File: src/rtl/lsc_pkg.sv
package lsc_pkg;
  typedef enum logic [1:0] {
    LS_HOLD = 2'd0,
    LS_WAIT = 2'd1,
    LS_RUN  = 2'd2,
    LS_TRIP = 2'd3
  } lsc_state_e;
endpackage

File: src/rtl/lsc_sync.sv
module lsc_sync #(
  parameter int STAGES  = 2,
  parameter bit RST_VAL = 1'b1
) (
  input  logic clk,
  input  logic rst_n,
  input  logic d,
  output logic q
);
  logic [STAGES-1:0] sr;

  always_ff @(posedge clk or negedge rst_n) begin
    if (!rst_n) sr <= {STAGES{RST_VAL}};
    else        sr <= {sr[STAGES-2:0], d};
  end

  assign q = sr[STAGES-1];
endmodule

File: src/rtl/lsc_detect.sv
module lsc_detect #(
  parameter int CODE_W = 8,
  parameter int PD_W   = 10
) (
  input  logic              clk,
  input  logic              rst_n,
  input  logic              mon_over,
  input  logic [PD_W-1:0]   pd_meas,
  input  logic [PD_W-1:0]   pd_set,
  input  logic [CODE_W-1:0] bias_code,
  input  logic              bias_upd,
  output logic              flt_q
);
  localparam int PW = PD_W + 2;
  localparam int CW = CODE_W + 1;

  logic [CODE_W-1:0] prev_code, prev_code_n;
  logic [PW-1:0]     meas_x2, set_x3;
  logic [CW-1:0]     new_x2, prev_ext;
  logic              pd_hi, code_drop, flt_n;

  // integer forms of the percentage checks
  always_comb begin
    meas_x2  = {1'b0, pd_meas, 1'b0};
    set_x3   = {2'b00, pd_set} + {1'b0, pd_set, 1'b0};
    pd_hi    = meas_x2 > set_x3;
    new_x2   = {bias_code, 1'b0};
    prev_ext = {1'b0, prev_code};
    code_drop = bias_upd && (new_x2 < prev_ext);
    flt_n    = mon_over | pd_hi | code_drop;
    prev_code_n = bias_upd ? bias_code : prev_code;
  end

  always_ff @(posedge clk or negedge rst_n) begin
    if (!rst_n) begin
      prev_code <= '0;
      flt_q     <= 1'b0;
    end else begin
      prev_code <= prev_code_n;
      flt_q     <= flt_n;
    end
  end

  // previous code only moves on an update strobe (drop reference, R3)
  assert_prev_hold_R3: assert property (@(posedge clk) disable iff (!rst_n)
    !bias_upd |=> $stable(prev_code));
endmodule

File: src/rtl/lsc_fsm.sv
module lsc_fsm
  import lsc_pkg::*;
#(
  parameter int RST_CYC = 200,
  parameter int ON_CYC  = 100
) (
  input  logic clk,
  input  logic rst_n,
  input  logic off_req,
  input  logic flt_q,
  input  logic flt_en,
  output logic drv_on,
  output logic fault_out
);
  localparam int MAXC  = (RST_CYC > ON_CYC) ? RST_CYC : ON_CYC;
  localparam int TMR_W = $clog2(MAXC + 1);
  localparam logic [TMR_W-1:0] RST_LIM = TMR_W'(RST_CYC - 1);
  localparam logic [TMR_W-1:0] ON_LIM  = TMR_W'(ON_CYC - 1);

  lsc_state_e       st, st_n;
  logic [TMR_W-1:0] tmr, tmr_n;
  logic             lat, lat_n;
  logic             trip;

  always_comb begin
    st_n  = st;
    tmr_n = tmr;
    lat_n = lat;
    trip  = flt_en & flt_q;
    if (off_req) begin
      if (st != LS_HOLD) begin
        st_n  = LS_HOLD;
        tmr_n = '0;
      end else begin
        if (tmr != RST_LIM) tmr_n = tmr + 1'b1;
        else                lat_n = 1'b0;
      end
    end else begin
      unique case (st)
        LS_HOLD: begin
          if (lat || trip) begin
            st_n  = LS_TRIP;
            lat_n = 1'b1;
          end else begin
            st_n  = LS_WAIT;
            tmr_n = '0;
          end
        end
        LS_WAIT: begin
          if (trip) begin
            st_n  = LS_TRIP;
            lat_n = 1'b1;
          end else if (tmr == ON_LIM) begin
            st_n = LS_RUN;
          end else begin
            tmr_n = tmr + 1'b1;
          end
        end
        LS_RUN: begin
          if (trip) begin
            st_n  = LS_TRIP;
            lat_n = 1'b1;
          end
        end
        default: st_n = LS_TRIP;
      endcase
    end
  end

  always_ff @(posedge clk or negedge rst_n) begin
    if (!rst_n) begin
      st  <= LS_HOLD;
      tmr <= '0;
      lat <= 1'b0;
    end else begin
      st  <= st_n;
      tmr <= tmr_n;
      lat <= lat_n;
    end
  end

  assign drv_on    = (st == LS_RUN) && !off_req;
  assign fault_out = (st == LS_TRIP) && !off_req;

  // qualified fault while running trips on the next edge
  assert_trip_fast_R1: assert property (@(posedge clk) disable iff (!rst_n)
    (st == LS_RUN && !off_req && flt_q && flt_en) |=> (st == LS_TRIP));

  // latched fault persists while enabled
  assert_latch_keep_R5: assert property (@(posedge clk) disable iff (!rst_n)
    (st == LS_TRIP && !off_req) |=> (st == LS_TRIP));

  // release with the latch still set returns to the fault state
  assert_short_hold_R6: assert property (@(posedge clk) disable iff (!rst_n)
    (st == LS_HOLD && lat && !off_req) |=> (st == LS_TRIP));

  // faults ignored with detection disabled
  assert_ignore_R4: assert property (@(posedge clk) disable iff (!rst_n)
    (st == LS_RUN && !off_req && !flt_en) |=> (st == LS_RUN));
endmodule

File: src/rtl/laser_safety_ctrl.sv
module laser_safety_ctrl #(
  parameter int CODE_W      = 8,
  parameter int PD_W        = 10,
  parameter int HT_W        = 4,
  parameter int SYNC_STAGES = 2,
  parameter int RST_CYC     = 200,
  parameter int ON_CYC      = 100
) (
  input  logic              clk,
  input  logic              rst_n,
  input  logic              dis_pin,
  input  logic              ena_bit,
  input  logic              flt_en_bit,
  input  logic              mon_over,
  input  logic [PD_W-1:0]   pd_meas,
  input  logic [PD_W-1:0]   pd_set,
  input  logic [CODE_W-1:0] bias_code,
  input  logic              bias_upd,
  input  logic [HT_W-1:0]   os_height,
  input  logic [HT_W-1:0]   us_height,
  output logic              bias_en,
  output logic              mod_en,
  output logic              peak_en,
  output logic              fault_out
);
  logic dis_s, off_req, flt_q, drv_on, shape_nz;

  lsc_sync #(.STAGES(SYNC_STAGES), .RST_VAL(1'b1)) u_sync (
    .clk(clk), .rst_n(rst_n), .d(dis_pin), .q(dis_s)
  );

  lsc_detect #(.CODE_W(CODE_W), .PD_W(PD_W)) u_det (
    .clk(clk), .rst_n(rst_n), .mon_over(mon_over), .pd_meas(pd_meas),
    .pd_set(pd_set), .bias_code(bias_code), .bias_upd(bias_upd), .flt_q(flt_q)
  );

  assign off_req = dis_s | ~ena_bit;

  lsc_fsm #(.RST_CYC(RST_CYC), .ON_CYC(ON_CYC)) u_fsm (
    .clk(clk), .rst_n(rst_n), .off_req(off_req), .flt_q(flt_q),
    .flt_en(flt_en_bit), .drv_on(drv_on), .fault_out(fault_out)
  );

  assign shape_nz = (|os_height) | (|us_height);
  assign bias_en  = drv_on;
  assign mod_en   = drv_on;
  assign peak_en  = drv_on & shape_nz;

  assert_ena_off_R9: assert property (@(posedge clk) disable iff (!rst_n)
    !ena_bit |-> (!bias_en && !mod_en && !peak_en));

  assert_peak_zero_R10: assert property (@(posedge clk) disable iff (!rst_n)
    (os_height == '0 && us_height == '0) |-> !peak_en);

  assert_fault_off_R1: assert property (@(posedge clk) disable iff (!rst_n)
    fault_out |-> (!bias_en && !mod_en && !peak_en));
endmodule

File: config.mk
export PLATFORM = sky130hd
export DESIGN_NAME = laser_safety_ctrl
export DESIGN_NICKNAME = d
export VERILOG_FILES = /design/src/rtl/lsc_pkg.sv /design/src/rtl/lsc_sync.sv /design/src/rtl/lsc_detect.sv /design/src/rtl/lsc_fsm.sv /design/src/rtl/laser_safety_ctrl.sv
export SDC_FILE = /design/constraint.sdc
export NUM_CORES = 1
export LEC_CHECK = 0
export BUFFER_PORTS_ARGS = -buffer_cell sky130_fd_sc_hd__buf_2
export CAP_MARGIN = 20
export CORE_MARGIN = 5
export CORE_UTILIZATION = 55
export CTS_BUF_LIST = sky130_fd_sc_hd__clkbuf_4
export CTS_CLUSTER_DIAMETER = 100
export DETAILED_ROUTE_END_ITERATION = 8
export HOLD_SLACK_MARGIN = 0.15
export PLACE_DENSITY_LB_ADDON = 0.1
export SKIP_CTS_REPAIR_TIMING = 1
export SYNTH_ARGS = -nofsm -noshare
export SYNTH_HDL_FRONTEND = slang
export SYNTH_SLANG_ARGS = --single-unit
File: constraint.sdc
create_clock -name clk -period 2.18 [get_ports clk]
set_input_delay 0.109 -clock clk [delete_from_list [all_inputs] [get_ports clk]]
set_output_delay 0.109 -clock clk [all_outputs]
set_load 0.05 [all_outputs]
==> impl_metrics.csv, run 1 <==
group,metric,value,unit
floorplanning,chipWidth,70.0,microns
power_and_ir_drop,clock_power_share,0.208,
synth,synth_flop_cell,"dfrtp_1",
synth,yosysUniqueCellTypes,53,
worst_hold_path,hold_class,"primary input to register",
routing,wl_met1,1920,microns
synth,avgSynthCellArea,9.33,sq um
synth,netlist_area,1980,sq um
worst_hold_path,hold_depth,3,
placement,place.gp.congestion,0.832,
synth,seq_area_frac_synth,0.280,
power_and_ir_drop,p_seq_frac,0.334,
routing,vias,1816,
flow_run,maxCapViolations,0,
clock_tree,cts-root-buf,"clkbuf_4",
global_routing,grt_max_degree,23,
routing,routed.top_layer,"met4",
routing,wl_met3,244,microns
power_and_ir_drop,switching_share,0.366,
floorplanning,die_h,70.0,microns
floorplanning,ioPinCount,47,
routing,wl_met2,2050,microns
floorplanning,core.rowCount,21,
synth,yosys_warnings,0,
global_routing,overflow,0,
routing,drtIter0Drc,91,
layout,layout_common_cells,"46 x buf_2, 30 x ha_1, 22 x buf_4",
placement,place_area,2410,sq um
worst_setup_path,cpMaxStageDelayCell,"fa_2",
power_and_ir_drop,leakagePower,1.26,nW
floorplanning,fp.coreArea,3420,sq um
global_routing,antenna_found_initial,0,
sta,max-slew-margin-rel,0.676,
sta,hold_viol_final,0,
worst_setup_path,critPathTopFamily,"compound AO/OA/AOI/OAI gates",
layout,final_common_cell,"buf_2",
floorplanning,die-area,4900,sq um
power_and_ir_drop,power_frac_comb,0.458,
power_and_ir_drop,vdd_drop_max,0.000480,V
worst_setup_path,cpPeakStageDelay,0.38,ns
sta,layout_min_cycle_time,2.23,ns
synth,synth-edff-count,0,
worst_setup_path,path_buf_inv,1,
layout,nFillCells,270,
clock_tree,cts.sinks,22,
clock_tree,clock_latency,0.32,ns
sta,setup_ws,-0.0460,ns
synth,syn_inst,212,
routing,drc_errors,0,
routing,routedWlPerCell,12.7,microns
sta,rsz0062_at_grt,"true",
worst_setup_path,cp_max_fo,4,
layout,diodes,0,
placement,port_buffers,46,
routing,drt-pass1-iter-count,4,
layout,area_delta_synth_final,30.4,%
placement,dpl.hpwl,3440,microns
synth,synth_area_leaders,"dfrtp_1 25%, ha_1 20%, o21ai_0 4.6%, o31ai_2 3.2%, dfstp_2 2.7%",
worst_setup_path,critPathKind,"primary input to register",
synth,synth_nets,287,
worst_setup_path,r2r_slack,0.23,ns
power_and_ir_drop,p_int,0.978,mW
layout,fin_area,2580,sq um
routing,ant_nets,0,
worst_setup_path,cp_num_cells,12,
sta,skew,0.0112,ns
routing,wirelength,4280,microns
worst_setup_path,arrival,2.43,ns
worst_setup_path,reg2reg_to,"u_fsm.tmr[6]$_DFFE_PN0P_",
sta,fmax,0.449,GHz
global_routing,grt_pass1_wl,7220,microns
clock_tree,cts_buffers,3,
worst_setup_path,rr_worst_depth,7,
floorplanning,start_util,0.579,
sta,whs,0.168,ns
sta,slew_viol_final,0,
worst_setup_path,crit_chain,"buf_2 > ha_2 > fa_2 > a211oi_2 > nor2_1 > o221ai_2 > xnor2_1 > ha_1 > a21o_1 > a21oi_2 > a221oi_1 > a311o_1",
synth,synth_top_area_share,0.253,
sta,fin_crit_sh,1.02,
worst_setup_path,worst_ep_required_time,2.39,ns
clock_tree,htreeDepth,1,
power_and_ir_drop,p_sw,0.565,mW
worst_setup_path,end_kind,"register",
global_routing,grt_pass1_vias,1693,
worst_setup_path,startpoint_type,"primary input",
run_status,violations,"negative setup slack",
clock_tree,cts_buffer_depth,2,
clock_tree,clk_pin_slew,0.12,ns
routing,viasPerCell,5.40,
worst_setup_path,critPathCapture,"u_det.flt_q$_DFF_PN0_",
layout,layout.nets,366,
clock_tree,cts_tree,"done",
synth,ys_ff_latch,22,
run_status,status,"finished, violations left",
sta,tightest_slew,0.487,ns
synth,synthArstFlopShare,1.00,
layout,drive_gt1_frac,0.317,
worst_setup_path,crit_start,"pd_set[1]",
sta,setup_viol,1,
synth,synth_top_area_cell,"dfrtp_1",
global_routing,grt_use_total,0.174,
worst_setup_path,rr_startpoint,"u_fsm.st[1]$_DFFE_PN0P_",
power_and_ir_drop,powerDensity,598,nW/um^2
==> power groups by stage <==
stage	clock (mW)	sequential, mW	combinational (mW)
global route	0.346	0.525	0.809
detailed placement	0	0.523	0.689
global placement	0	0.520	0.678
finish	0.321	0.515	0.708
CTS	0.327	0.514	0.693
floorplan	0	0.511	0.504
==> cells by family (layout without fill, tap and decap cells) <==
kind of cell	after synthesis	in the layout	synth area share
AO/OA/AOI/OAI	62	62	0.234
AND/OR/NAND/NOR	68	68	0.190
XOR/XNOR	8	8	0.0354
buffers and inverters	18	96	0.0443
flip-flops	22	22	0.280
adder cells (fa/ha/maj)	32	32	0.206
multiplexers	2	2	0.0108
==> final cells by class <==
class,instances,area [sq um],area share
Clock inverter,1,30.0,0.0116
Clock buffer,3,22.5,0.00873
Inverter,13,48.8,0.0189
Timing Repair Buffer,79,505,0.196
Tap cell,46,57.6,0.0223
Multi-Input combinational cell,172,1360,0.528
Sequential cell,22,553,0.214
==> worst min-delay path, cell delays in order <==
cell and delay [ns]:
buf_2 0.19, nand2_1 0.09, o21ai_0 0.06
==> cells in the mapped netlist, types with 2 or more instances <==
master and number:
nand2_1 13, nor4_1 4, and3_1 3, a21o_1 3, a31oi_1 3, a21boi_0 2
inv_1 13, dfstp_2 2, o21ai_1 2, and2_1 2, xnor2_1 3, o21ai_0 18
nand2b_1 4, o2111ai_1 2, o211ai_1 2, nor2_1 14, dfrtp_1 20, o31ai_2 5
nor2b_1 6, o21a_1 5, nand3_1 8, or4_1 2, a211oi_1 2, xor2_1 5
a21oi_1 7, ha_1 31, nor3_1 4, buf_6 2
==> flip-flops by register name, indices dropped and copies added, names as in the netlist <==
name and count:
u_det.prev_code 8, u_fsm.tmr 8, u_fsm.st 2, u_sync.sr 2, u_det.flt_q 1, u_fsm.lat 1
==> per-layer routing <==
metal | up-vias | track usage
met1 | 826 | 0.225
li1 | 941 | -
met5 | - | 0
met3 | 6 | 0.0402
met2 | 43 | 0.301
met4 | 0 | 0.0255
==> per-stage QoR <==
stage / worst slack [ns] / setup TNS, ns / power (mW) / std cells / utilization
after floorplan: -0.153 / -0.153 / 1.02 / 212 / -
after global placement: -0.366 / -0.366 / 1.20 / 321 / 0.704
after detailed placement: -0.437 / -0.437 / 1.21 / 321 / 0.704
after CTS: -0.0982 / -0.0982 / 1.53 / 325 / 0.720
after global routing: -0.184 / -0.184 / 1.68 / 336 / 0.755
final: -0.0460 / -0.0460 / 1.54 / 336 / 0.755
==> worst min path at each step <==
stage	startpoint	to	slack, ns
floorplan	rst_n	u_det.flt_q$_DFF_PN0_	-0.19
global placement	rst_n	u_fsm.tmr[6]$_DFFE_PN0P_	0.09
detailed placement	rst_n	u_fsm.tmr[6]$_DFFE_PN0P_	0.1
CTS	rst_n	u_fsm.tmr[4]$_DFFE_PN0P_	-0.27
global route	bias_upd	u_det.prev_code[6]$_DFFE_PN0P_	0.17
finish	bias_upd	u_det.prev_code[7]$_DFFE_PN0P_	0.17
No activity file was read; power rests on OpenSTA's default activity.
==> inputs of run 2 (changes only) <==
==> constraint.sdc (replaced) <==
create_clock -name clk -period 2.5 [get_ports clk]
set_input_delay 0.125 -clock clk [delete_from_list [all_inputs] [get_ports clk]]
set_output_delay 0.125 -clock clk [all_outputs]
set_load 0.05 [all_outputs]
==> impl_metrics.csv, run 2 (synthesis results as in run 1) <==
group,metric,value,unit
placement,dpl.hpwl,3230,microns
power_and_ir_drop,leakagePower,1.23,nW
global_routing,grt_max_degree,23,
routing,drtIter0Drc,82,
floorplanning,start_util,0.579,
placement,place.gp.congestion,0.818,
routing,drc_errors,0,
routing,vias,1796,
layout,diodes,0,
routing,drt-pass1-iter-count,4,
floorplanning,fp.coreArea,3420,sq um
routing,viasPerCell,5.43,
sta,setup_viol,0,
sta,max-slew-margin-rel,0.669,
routing,wirelength,4120,microns
floorplanning,die-area,4900,sq um
worst_setup_path,end_kind,"register",
global_routing,overflow,0,
sta,slew_viol_final,0,
clock_tree,cts.sinks,22,
power_and_ir_drop,vdd_drop_max,0.000362,V
worst_setup_path,arrival,2.52,ns
worst_setup_path,cp_max_fo,2,
sta,whs,0.166,ns
layout,layout.nets,361,
worst_setup_path,startpoint_type,"primary input",
routing,routedWlPerCell,12.4,microns
worst_setup_path,critPathKind,"primary input to register",
placement,port_buffers,46,
sta,setup_ws,0.184,ns
clock_tree,clk_pin_slew,0.12,ns
layout,layout_common_cells,"46 x buf_2, 31 x ha_1, 20 x dfrtp_1",
layout,nFillCells,272,
flow_run,maxCapViolations,0,
clock_tree,cts-root-buf,"clkbuf_4",
run_status,status,"complete, no violations",
sta,layout_min_cycle_time,2.32,ns
clock_tree,clock_latency,0.31,ns
layout,drive_gt1_frac,0.291,
sta,tightest_slew,0.497,ns
global_routing,grt_pass1_vias,1678,
floorplanning,die_h,70.0,microns
layout,top_regs,"u_det.prev_code: 8 flops, u_fsm.tmr: 8 flops",
sta,rsz0062_at_grt,"false",
placement,pre_cts_ws,-0.198,ns
clock_tree,htreeDepth,1,
global_routing,grt_pass1_wl,7100,microns
floorplanning,chipWidth,70.0,microns
layout,area_delta_synth_final,27.7,%
sta,skew,0.00609,ns
global_routing,antenna_found_initial,0,
layout,final_common_cell,"buf_2",
worst_setup_path,worst_ep_required_time,2.70,ns
sta,fmax,0.432,GHz
floorplanning,core.rowCount,21,
clock_tree,cts_buffer_depth,2,
floorplanning,ioPinCount,47,
sta,hold_viol_final,0,
clock_tree,cts_buffers,3,
routing,ant_nets,0,
sta,fin_crit_sh,0.926,
global_routing,grt_use_total,0.172,
power_and_ir_drop,powerDensity,527,nW/um^2
worst_hold_path,hold_class,"primary input to register",
clock_tree,cts_tree,"done",
## run 2: changes by cell type in the layout (fill, tap and decap cells not counted), sizes merged
cell	change
buf	-5
## run 2: per-stage QoR
| step | instance area [sq um] | setup TNS (ns) | utilization | total power [mW] | std cells |
|---|---|---|---|---|---|
| floorplan | 1980 | 0 | - | 0.880 | 212 |
| global placement | 2360 | -0.160 | 0.690 | 1.03 | 316 |
| detailed placement | 2360 | -0.198 | 0.690 | 1.04 | 316 |
| CTS | 2410 | 0 | 0.705 | 1.32 | 320 |
| global route | 2530 | 0 | 0.740 | 1.45 | 331 |
| finish | 2530 | 0 | 0.740 | 1.33 | 331 |
## run 2: worst paths after layout
path	start	end	slack (ns)	cells after the start
max	pd_set[0]	u_det.flt_q$_DFF_PN0_	0.18	12
min	bias_upd	u_det.prev_code[3]$_DFFE_PN0P_	0.17	3
max reg2reg	u_fsm.st[1]$_DFFE_PN0P_	u_fsm.tmr[6]$_DFFE_PN0P_	0.31	7
min reg2reg	u_sync.sr[0]$_DFF_PN1_	u_sync.sr[1]$_DFF_PN1_	0.37	0
max in group asynchronous	rst_n	u_sync.sr[1]$_DFF_PN1_	1.85	2
min in group asynchronous	rst_n	u_fsm.tmr[6]$_DFFE_PN0P_	0.29	2
## run 2: area by class of cell
type | instances | area [sq um] | share of cell area
sequential | 22 | 553 | 0.219
clock buffer | 3 | 22.5 | 0.00892
multi-input combinational | 172 | 1350 | 0.533
timing repair buffer | 74 | 468 | 0.185
clock inverter | 1 | 30.0 | 0.0119
inverter | 13 | 48.8 | 0.0193
tap | 46 | 57.6 | 0.0228
## run 2: where the power goes
part	switching (mW)	total (mW)	leakage [nW]	internal [mW]
Clock	0.111	0.273	0.0279	0.162
Sequential	0.0426	0.448	0.273	0.406
Combinational	0.336	0.609	0.929	0.273
Total	0.490	1.33	1.23	0.841
## run 2: worst max-delay path, stage by stage
cell and delay [ns]:
buf_2 0.11, ha_1 0.21, fa_2 0.35, a211oi_1 0.21, nor2_1 0.11, o221ai_2 0.16, xnor2_1 0.14, ha_1 0.26
a21o_1 0.18, a21oi_1 0.17, o2111ai_1 0.13, a311o_1 0.37
## run 2: routing by layer
layer / up-vias / part of all wire / global-route usage
li1: 926 / - / -
met1: 828 / 0.47 / 0.227
met2: 37 / 0.48 / 0.286
met3: 5 / 0.052 / 0.0459
met4: 0 / 0.0041 / 0.0255
met5: - / 0 / 0
==> inputs of run 3 (changes only) <==
--- a/config.mk
+++ b/config.mk
@@ -13,7 +13,7 @@
 export CTS_CLUSTER_DIAMETER = 100
 export DETAILED_ROUTE_END_ITERATION = 8
 export HOLD_SLACK_MARGIN = 0.15
-export PLACE_DENSITY_LB_ADDON = 0.1
+export PLACE_DENSITY = 0.82
 export SKIP_CTS_REPAIR_TIMING = 1
 export SYNTH_ARGS = -nofsm -noshare
 export SYNTH_HDL_FRONTEND = slang
==> impl_metrics.csv, run 3 (synthesis results as in run 1) <==
group,metric,value,unit
run_status,status,"complete, no violations",
worst_setup_path,end_kind,"register",
floorplanning,die-area,4900,sq um
routing,vias,1839,
global_routing,grt_busiest_layer,"met2",
layout,multi_input_area,1350,sq um
floorplanning,die_h,70.0,microns
routing,drc_errors,0,
routing,drtIter0Drc,47,
placement,place.gp.congestion,0.856,
floorplanning,fp.coreArea,3420,sq um
worst_setup_path,rr_startpoint,"u_fsm.st[0]$_DFFE_PN0P_",
power_and_ir_drop,p_seq_frac,0.370,
power_and_ir_drop,switching_share,0.396,
worst_hold_path,hold_start,"bias_upd",
placement,place_inst,313,
sta,skew,0.00674,ns
sta,tns,0,ns
global_routing,grt_max_degree,23,
layout,fin_area,2480,sq um
global_routing,grt_use_met2,0.308,
worst_setup_path,critPathKind,"primary input to register",
power_and_ir_drop,p_sw,0.481,mW
layout,diodes,0,
floorplanning,chipWidth,70.0,microns
placement,dpl.hpwl,3440,microns
layout,layout_common_cells,"46 x buf_2, 31 x ha_1, 20 x dfrtp_1",
layout,layout.nets,358,
power_and_ir_drop,p_int,0.734,mW
sta,setup_ws,0.168,ns
routing,routedWlPerCell,13.7,microns
power_and_ir_drop,leakagePower,1.20,nW
global_routing,grt_use_total,0.178,
routing,viasPerCell,5.61,
layout,regArea,553,sq um
layout,drive_gt1_frac,0.287,
worst_setup_path,arrival,2.54,ns
sta,tightest_slew,0.489,ns
layout,fin_util,0.727,
power_and_ir_drop,power_frac_comb,0.497,
floorplanning,core.rowCount,21,
routing,ant_nets,0,
sta,layout_min_cycle_time,2.33,ns
sta,max-slew-margin-rel,0.674,
sta,slew_viol_final,0,
worst_hold_path,min_to,"u_det.prev_code[5]$_DFFE_PN0P_",
power_and_ir_drop,vdd_drop_max,0.000485,V
clock_tree,cts_buffers,3,
floorplanning,ioPinCount,47,
global_routing,grt_use_met3,0.0502,
layout,nFillCells,268,
routing,drt-pass1-iter-count,4,
global_routing,overflow,0,
global_routing,antenna_found_initial,0,
sta,hold_viol_final,0,
routing,wirelength,4480,microns
sta,fin_crit_sh,0.933,
clock_tree,cts.sinks,22,
power_and_ir_drop,clock_power_share,0.133,
placement,port_buffers,46,
layout,final_common_cell,"buf_2",
layout,area_delta_synth_final,25.6,%
placement,place_area,2330,sq um
clock_tree,cts_buffer_depth,2,
power_and_ir_drop,powerDensity,489,nW/um^2
placement,pre_cts_ws,-0.229,ns
layout,finalNonFillerCells,328,
flow_run,maxCapViolations,0,
worst_setup_path,reg2reg_to,"u_fsm.tmr[2]$_DFFE_PN0P_",
worst_setup_path,rr_worst_depth,7,
clock_tree,cts-root-buf,"clkbuf_4",
worst_hold_path,hold_class,"primary input to register",
clock_tree,clk_pin_slew,0.12,ns
worst_hold_path,hold_depth,3,
global_routing,grt_pass1_vias,1740,
global_routing,use_met1,0.226,
clock_tree,htreeDepth,1,
sta,rsz0062_at_grt,"false",
worst_setup_path,worst_ep_required_time,2.70,ns
sta,setup_viol,0,
floorplanning,start_util,0.579,
global_routing,grt_pass1_wl,7400,microns
clock_tree,cts_tree,"done",
clock_tree,clock_latency,0.30,ns
sta,fmax,0.429,GHz
layout,top_regs,"u_det.prev_code: 8 flops, u_fsm.tmr: 8 flops",
worst_setup_path,startpoint_type,"primary input",
worst_setup_path,r2r_slack,0.52,ns
worst_setup_path,cp_max_fo,2,
-- run 3: cell count changes in the layout (fill, tap and decap cells not counted) --
cell and delta:
bufinv_16 -1, buf_4 -3, clkinv_1 +1, a21oi_1 -2, a21oi_2 +2
-- run 3: per-stage QoR --
stage | power (mW) | hold WS (ns)
6_report | 1.22 | 0.185
3_5_place_dp | 1.04 | 0.117
2_1_floorplan | 0.880 | -0.171
4_1_cts | 1.20 | -0.227
3_3_place_gp | 1.02 | 0.115
5_1_grt | 1.33 | 0.177
-- run 3: area by class of cell --
| type | instances | share of cell area |
|---|---|---|
| repair buffers | 71 | 0.179 |
| inverters | 13 | 0.0196 |
| multi-input cells | 172 | 0.545 |
| flip-flops and latches | 22 | 0.223 |
| clock inverters | 1 | 0.00151 |
| well taps | 46 | 0.0232 |
| clock buffers | 3 | 0.00906 |
-- run 3: worst max-delay path by stage --
| stage | from | endpoint | slack (ns) | depth (start not counted) |
|---|---|---|---|---|
| after floorplan | pd_set[0] | u_det.flt_q$_DFF_PN0_ | 0.03 | 11 |
| after global placement | pd_set[0] | u_det.flt_q$_DFF_PN0_ | -0.17 | 12 |
| after detailed placement | pd_set[0] | u_det.flt_q$_DFF_PN0_ | -0.23 | 12 |
| after CTS | pd_set[0] | u_det.flt_q$_DFF_PN0_ | 0.09 | 12 |
| after global routing | pd_set[1] | u_det.flt_q$_DFF_PN0_ | 0.01 | 13 |
| final | pd_set[0] | u_det.flt_q$_DFF_PN0_ | 0.17 | 12 |
-- run 3: power by group through the flow --
stage	Sequential [mW]	Clock, mW	Combinational [mW]
after global placement	0.453	0	0.562
after floorplan	0.446	0	0.434
after detailed placement	0.458	0	0.577
after CTS	0.450	0.169	0.582
after global routing	0.459	0.191	0.678
final	0.450	0.161	0.604
-- run 3: per-layer routing --
| metal | share of wire | routed length (microns) | vias to the layer above |
|---|---|---|---|
| met2 | 0.51 | 2280 | 49 |
| met1 | 0.43 | 1920 | 866 |
| met5 | 0 | 0 | - |
| met4 | 0.0018 | 8 | 0 |
| li1 | - | - | 922 |
| met3 | 0.059 | 265 | 2 |
-- run 3: critical path, stage by stage --
cell       delay, ns
buf_2           0.11
ha_1            0.23
fa_2            0.35
a211oi_1        0.20
nor2_1          0.11
o221ai_2        0.18
xnor2_1         0.15
ha_1            0.26
a21o_1          0.19
a21oi_2         0.16
o2111ai_1       0.13
a311o_1         0.36
